--- src/rtl/sdin_steer_pkg.sv ---
// Shared types for the codec data-in steering block.
// Assumes two channel pairs and 2-bit line select fields.
package sdin_steer_pkg;
    localparam int SEL_W   = 2;
    localparam int NUM_SET = 2;

    // Writable part of the map register, bit 7 down to bit 3.
    typedef struct packed {
        logic [SEL_W-1:0] sel2;
        logic [SEL_W-1:0] sel1;
        logic             steer;
    } map_cfg_t;
endpackage

--- src/rtl/sdin_map_reg.sv ---
// Map register: holds the steering configuration and the last-read line index.
// Assumes NUM_LINES <= 3, so that select code 11 is always reserved.
module sdin_map_reg
    import sdin_steer_pkg::*;
#(
    parameter int NUM_LINES = 3
) (
    input  logic             clk,
    input  logic             rst_n,
    input  logic             wr_en,
    input  logic [4:0]       wfield,
    input  logic             rd_done,
    input  logic [SEL_W-1:0] rd_line,
    output map_cfg_t         cfg,
    output logic [SEL_W-1:0] last_line
);
    localparam logic [SEL_W-1:0] LINE_LIMIT = SEL_W'(NUM_LINES);

    // Store the host-writable configuration fields.
    always_ff @(posedge clk) begin
        if (!rst_n)
            cfg <= '0;
        else if (wr_en)
            cfg <= map_cfg_t'(wfield);
    end

    // Capture the line that returned the last codec read, valid indices only.
    always_ff @(posedge clk) begin
        if (!rst_n)
            last_line <= '0;
        else if (rd_done && (rd_line < LINE_LIMIT))
            last_line <= rd_line;
    end
endmodule

--- src/rtl/sdin_sema.sv ---
// Codec access semaphore: a read sets the flag, access-done clears it.
// Assumes the read strobe already carries the address decode; the read has priority.
module sdin_sema (
    input  logic clk,
    input  logic rst_n,
    input  logic rd_hit,
    input  logic acc_done,
    output logic flag
);
    // Set on a read, clear on access-done, otherwise hold.
    always_ff @(posedge clk) begin
        if (!rst_n)
            flag <= 1'b0;
        else if (rd_hit)
            flag <= 1'b1;
        else if (acc_done)
            flag <= 1'b0;
    end
endmodule

--- src/rtl/sdin_router.sv ---
// Combinational router: sends the data-in lines to the channel pairs and reports availability.
// Assumes NUM_LINES <= 3. Pair index 0 is pair 1, index 1 is pair 2.
module sdin_router
    import sdin_steer_pkg::*;
#(
    parameter int NUM_LINES = 3
) (
    input  map_cfg_t             cfg,
    input  logic [NUM_LINES-1:0] sdin,
    output logic [NUM_SET-1:0]   set_sdin,
    output logic [NUM_SET-1:0]   set_avail
);
    localparam logic [SEL_W-1:0] LINE_LIMIT = SEL_W'(NUM_LINES);

    logic [SEL_W-1:0] sel [NUM_SET];
    logic             merged;

    // Unpack the per-pair select fields and merge all lines.
    always_comb begin
        sel[0] = cfg.sel1;
        sel[1] = cfg.sel2;
        merged = |sdin;
    end

    for (genvar g = 0; g < NUM_SET; g++) begin : g_set
        logic picked;
        logic valid;

        // Choose the selected line, or the merged signal when not steered.
        always_comb begin
            picked = 1'b0;
            for (int i = 0; i < NUM_LINES; i++)
                if (sel[g] == SEL_W'(i))
                    picked = sdin[i];
            valid = sel[g] < LINE_LIMIT;
            if (cfg.steer) begin
                set_sdin[g]  = picked & valid;
                set_avail[g] = valid;
            end else begin
                set_sdin[g]  = (g == 0) ? merged : 1'b0;
                set_avail[g] = (g == 0);
            end
        end
    end
endmodule

--- src/rtl/sdin_steer_top.sv ---
// Top of the codec data-in steering block: host register decode, map register,
// semaphore and router. Assumes single-cycle host strobes and combinational read data.
module sdin_steer_top
    import sdin_steer_pkg::*;
#(
    parameter int          NUM_LINES = 3,
    parameter int          ADDR_W    = 8,
    parameter logic [7:0]  MAP_ADDR  = 8'h10,
    parameter logic [7:0]  SEM_ADDR  = 8'h14
) (
    input  logic                 clk,
    input  logic                 rst_n,
    input  logic                 reg_wr,
    input  logic                 reg_rd,
    input  logic [ADDR_W-1:0]    reg_addr,
    input  logic [7:0]           reg_wdata,
    output logic [7:0]           reg_rdata,
    input  logic [NUM_LINES-1:0] sdin,
    input  logic                 rd_done,
    input  logic [SEL_W-1:0]     rd_line,
    input  logic                 acc_done,
    output logic                 set1_sdin,
    output logic                 set2_sdin,
    output logic                 set1_avail,
    output logic                 set2_avail
);
    localparam logic [ADDR_W-1:0] MAP_A = ADDR_W'(MAP_ADDR);
    localparam logic [ADDR_W-1:0] SEM_A = ADDR_W'(SEM_ADDR);

    map_cfg_t           cfg;
    logic [SEL_W-1:0]   last_line;
    logic               sem_q;
    logic               map_sel;
    logic               sem_sel;
    logic [NUM_SET-1:0] set_sdin;
    logic [NUM_SET-1:0] set_avail;

    // Decode which register the host is addressing.
    always_comb begin
        map_sel = (reg_addr == MAP_A);
        sem_sel = (reg_addr == SEM_A);
    end

    sdin_map_reg #(.NUM_LINES(NUM_LINES)) u_map (
        .clk       (clk),
        .rst_n     (rst_n),
        .wr_en     (reg_wr && map_sel),
        .wfield    (reg_wdata[7:3]),
        .rd_done   (rd_done),
        .rd_line   (rd_line),
        .cfg       (cfg),
        .last_line (last_line)
    );

    sdin_sema u_sema (
        .clk      (clk),
        .rst_n    (rst_n),
        .rd_hit   (reg_rd && sem_sel),
        .acc_done (acc_done),
        .flag     (sem_q)
    );

    sdin_router #(.NUM_LINES(NUM_LINES)) u_route (
        .cfg       (cfg),
        .sdin      (sdin),
        .set_sdin  (set_sdin),
        .set_avail (set_avail)
    );

    // Map router outputs to the named pair ports.
    always_comb begin
        set1_sdin  = set_sdin[0];
        set2_sdin  = set_sdin[1];
        set1_avail = set_avail[0];
        set2_avail = set_avail[1];
    end

    // Return the addressed register during a host read, 0 otherwise.
    always_comb begin
        reg_rdata = 8'h00;
        if (reg_rd && map_sel)
            reg_rdata = {cfg, 1'b0, last_line};
        else if (reg_rd && sem_sel)
            reg_rdata = {7'b0, sem_q};
    end
endmodule

--- config.mk ---
export PLATFORM = sky130hd
export DESIGN_NAME = sdin_steer_top
export DESIGN_NICKNAME = d
export VERILOG_FILES = /design/src/rtl/sdin_steer_pkg.sv /design/src/rtl/sdin_map_reg.sv /design/src/rtl/sdin_sema.sv /design/src/rtl/sdin_router.sv /design/src/rtl/sdin_steer_top.sv
export SDC_FILE = /design/constraint.sdc
export NUM_CORES = 1
export LEC_CHECK = 0
export ABC_CLOCK_PERIOD_IN_PS = 2820
export BUFFER_PORTS_ARGS = -buffer_cell sky130_fd_sc_hd__buf_2
export CORE_AREA = 2 2 39 41
export DETAILED_ROUTE_END_ITERATION = 10
export DIE_AREA = 0 0 41 43
export GPL_TIMING_DRIVEN = 0
export PLACE_DENSITY = 0.79
export SYNTH_ARGS = -nofsm -noshare
export SYNTH_HDL_FRONTEND = slang
export SYNTH_SLANG_ARGS = --single-unit
--- constraint.sdc ---
create_clock -name clk -period 2.82 [get_ports clk]
set_input_delay 0.282 -clock clk [delete_from_list [all_inputs] [get_ports clk]]
set_output_delay 0.282 -clock clk [all_outputs]
set_load 0.01 [all_outputs]
Word-level counts from Yosys, hierarchy flattened:

Index checks and enable logic that the tools add are counted.

* bits in registers: 8
* input port bits: 27
* output and inout port bits: 12

* $lt $le $gt $ge: 3
* eq/ne operators: 6
* muxes and demuxes: 14
* bitwise logic cells: 2
* reductions and logical operators: 8

Operators with widths (number)
* $eq A8 B5 Y1 const B: 2
* $mux W1: 13
* $mux W8: 1
* $lt A2 B2 Y1 const B: 3
* $eq A2 B1 Y1 const B: 2
* $eq A2 B2 Y1 const B: 2
* $logic_and A1 B1 Y1: 4
* $logic_not A2 Y1: 2
* $reduce_or A3 Y1: 1
* $and A1 B1 Y1: 2
* $reduce_bool A2 Y1: 1

Logic depth before layout (Yosys ltp):

* depth in word-level cells: 6
* depth in mapped cells: 3
* gate-level depth less buffers: 3

Modules after synthesis:

From an unflattened synthesis, not the netlist that was laid out.

* cells, all modules: 59
* area, all modules: 580.6 sq um

Modules (own cells, without submodules)
* sdin_map_reg: times used 1, cells an instance 23, area an instance 271.5 sq um, sequential area each 140.1 sq um
* sdin_steer_top: times used 1, cells an instance 21, area an instance 186.4 sq um, sequential area each 0.0 sq um
* sdin_router: times used 1, cells an instance 12, area an instance 81.3 sq um, sequential area each 0.0 sq um
* sdin_sema: times used 1, cells an instance 3, area an instance 41.3 sq um, sequential area each 20.0 sq um

Least setup slack after synthesis:

No wires, ideal clock.

* path type: input-to-output
* start point: in reg_addr[7]
* end point: out reg_rdata[1]
* arrival time: 1.033 ns
* data required time: 2.538 ns
* slack: 1.505 ns
* cell stages on the path: 3
* buffers on the path: 0
* cell sequence: nor4b_4 -> and3_4 -> and2_1

* word-level cells in the longest chain between the ends: 3

Ends and longest elaborated chain
* start: declaration: RTL line sdin_steer_top.sv:15 `input logic [ADDR_W-1:0] reg_addr,`
* $eq A8 B5 Y1: RTL line sdin_steer_top.sv:40 `map_sel = (reg_addr == MAP_A);`
* $logic_and A1 B1 Y1: RTL line sdin_steer_top.sv:81 `if (reg_rd && map_sel)`
* $mux W8: RTL line sdin_steer_top.sv:81
* end: declaration: RTL line sdin_steer_top.sv:17 `output logic [7:0] reg_rdata,`

No other way between the ends.

Worst setup path in the final report:

* start point: reg, netlist name u_map.cfg[1]
* end point: out set1_sdin

* word-level cells in the longest chain between the ends: 6
* elaborated cells on any way between the ends: 9
* classes of those cells: order compare: 1; eq/ne: 2; mux: 4; bitwise: 1; reduce/logical: 1

Ends and longest elaborated chain
* $logic_not A2 Y1: RTL line sdin_router.sv:33 `if (sel[g] == SEL_W'(i))`
* $mux W1 (3 in a row): RTL line sdin_router.sv:33
* $and A1 B1 Y1 *: RTL line sdin_router.sv:37 `set_sdin[g] = picked & valid;`
* $mux W1 *: RTL line sdin_router.sv:36 `if (cfg.steer) begin`
* end: declaration: RTL line sdin_steer_top.sv:22 `output logic set1_sdin,`

Mark *: on every way between the ends. The rest lies on a longest branch, timed or not.

==> results.sh <==
export IMPL_crit_path_end_kind="output pin"
export IMPL_crit_arrival_ps=1300
export IMPL_finalSetupTns_ps=0
export IMPL_avgRoutedWirePerCell_um=10.5
export IMPL_dp_slack_ps=1240
export IMPL_clk_pin_slew_worst_paths_ps=50
export IMPL_wl_mm=1.19
export IMPL_coreArea_um2=1380
export IMPL_tritoncts="done"
export IMPL_cts_setup_buffers=0
export IMPL_design_area_um2=737
export IMPL_slew_violations=0
export IMPL_synth_top_area_frac=0.305
export IMPL_syn_area_um2=524
export IMPL_synth_area_leaders="dfxtp_1, mux2i_1, and2_1"
export IMPL_synth_edf_count=0
export IMPL_grt_usage=0.153
export IMPL_drive_gt1_frac=0.454
export IMPL_insertion_delay_ps=240
export IMPL_die_h_um=43
export IMPL_hp_start="reg_wdata[4]"
export IMPL_critical_path_class="flop to output pin"
export IMPL_vias=546
export IMPL_synth_main_ff_cell="dfxtp_1"
export IMPL_pin_count=39
export IMPL_min_path_type="input pin to flop"
export IMPL_antenna_cells=0
export IMPL_cts_made_buffers=3
export IMPL_cts_hold_buf=0
export IMPL_fmaxAchievable_ghz=0.632
export IMPL_h_tree_depth=1
export IMPL_yosys_area_top_type="dfxtp_1"
export IMPL_nNetsFinal=126
export IMPL_gp_congestion=0.613
export IMPL_vias_per_cell=4.83
export IMPL_regToRegSetupSlack_ps=2150
export IMPL_ys_warnings_count=0
export IMPL_p_leak_nw=0.383
export IMPL_avgSynthCellArea_um2=8.74
export IMPL_initial_utilization=0.379
export IMPL_postCtsResizedCells=0
export IMPL_p_total_mw=0.240
export IMPL_syn_nets=87
export IMPL_grt_pass1_wl_mm=1.79
export IMPL_finalCritPeriodShare=0.561
export IMPL_synth_cell_types=22
export IMPL_regToRegEndpoint="u_map.cfg[0]"
export IMPL_min_path_cells=3
export IMPL_crit_path_start_kind="flop"
export IMPL_max_vdd_ir_drop_mv=0.173
export IMPL_cts_num_sinks=8
export IMPL_ff2ff_path_depth=2
export IMPL_whs_ps=278
export IMPL_netlist_top_cells_count="nand2_1, dfxtp_1, and2_1, mux2i_1"
export IMPL_holdPathEnd="u_map.cfg[1]"
export IMPL_drt_iter0_drc=3
export IMPL_setup_violations=0
export IMPL_dp_final_hpwl_um=992
export IMPL_drt_pass1_iter_count=4
export IMPL_finalHoldViolCount=0
export IMPL_cap_violations=0
export IMPL_grt_ovfl_total=0
export IMPL_portBuffers=34
export IMPL_async_reset_ff_frac=0
export IMPL_power_density_nw_per_um2=325
export IMPL_seq_area_frac_synth=0.305
export IMPL_rsz0062_at_grt="no"
export IMPL_grt_pass1_vias=462
export IMPL_clk_path_buf_depth=2
export IMPL_drtAntennaViolNets=0
export IMPL_critPathRequiredTime_ps=2540
export IMPL_clock_root_buffer="clkbuf_4"
export IMPL_synth_most_common_cell="nand2_1"
export IMPL_grt_max_degree=11
export IMPL_drc=0
export IMPL_rr_startpoint="u_map.cfg[0]"
export IMPL_layout_setup_ws_ps=1240
export IMPL_syn_inst=60
export IMPL_die_x_um=41
export IMPL_die_area_um2=1760
export IMPL_synth_seq_cells=8
export IMPL_placed_area_um2=714
export IMPL_outcome="finished, final reports clean"
export IMPL_antenna_found_initial=0
export IMPL_crit_fanout=6
export IMPL_fin_worst_skew_ps=0
export IMPL_rows=14
export IMPL_fin_crit_ps=1580
export IMPL_syn_to_final_growth_pct=40.6
==> area by class of cell <==
cell class / count / area [µm²]
fill: 148 / 647
clock buffer: 3 / 22.5
buffer: 2 / 11.3
sequential: 8 / 160
inverter: 2 / 7.51
tap: 16 / 20.0
timing repair buffer: 34 / 170
multi-input combinational: 48 / 345
==> power by group <==
part | switching, mW | internal [mW]
sequential | 0.000862 | 0.115
clock | 0.0359 | 0.0485
combinational | 0.0190 | 0.0205
total | 0.0558 | 0.184
==> sequential cells by signal, indices dropped and copies added, names as in the netlist <==
name	cells
u_map.cfg	5
u_sema.flag	1
u_map.last_line	2
==> metal layers <==
layer | up-vias | GRT usage | part of all wire
li1 | 285 | - | -
met1 | 243 | 0.147 | 0.39
met2 | 16 | 0.269 | 0.54
met3 | 2 | 0.0471 | 0.062
met4 | 0 | 0.0800 | 0.0076
met5 | - | 0 | 0
==> per-stage QoR <==
step,util,cells
after floorplan,-,60
after global placement,0.516,110
after detailed placement,0.516,110
after CTS,0.533,113
after global routing,0.533,113
final,0.533,113
==> cells in the final DEF (no fill, tap or decap), drive strengths merged, types with 3 or more instances in the layout <==
cell	netlist	routed
buf	1	35
nand2	11	11
dfxtp	8	8
and2	7	7
mux2i	7	7
clkbuf	1	4
nor3	3	3
nor2	3	3
nand3	3	3
==> cell families (layout without fill, tap and decap cells) <==
| logic type | Yosys count | after routing | share of synthesized area |
|---|---|---|---|
| and+or+nand+nor | 33 | 33 | 0.413 |
| DFF | 8 | 8 | 0.305 |
| AOI/OAI and AO/OA | 7 | 7 | 0.105 |
| muxes | 7 | 7 | 0.134 |
| buffers and inverters | 4 | 41 | 0.0358 |
| other | 1 | 1 | 0.00715 |
==> critical path: stages (launching register included) <==
cell and delay (ps):
dfxtp_1 340, nand2b_1 150, a221o_1 280, a21oi_1 140, buf_2 140
==> how the worst max path moves through the flow <==
| stage | slack [ps] | start | endpoint | depth (start not counted) |
|---|---|---|---|---|
| 4_1_cts | 1230 | u_map.cfg[1] | set1_sdin | 4 |
| 6_report | 1240 | u_map.cfg[1] | set1_sdin | 4 |
| 2_1_floorplan | 1500 | reg_addr[7] | reg_rdata[1] | 3 |
| 3_3_place_gp | 1260 | reg_addr[7] | reg_rdata[6] | 5 |
| 5_1_grt | 1130 | u_map.cfg[1] | set1_sdin | 4 |
| 3_5_place_dp | 1240 | reg_addr[7] | reg_rdata[3] | 5 |
Power figures use the tool's default switching activity.
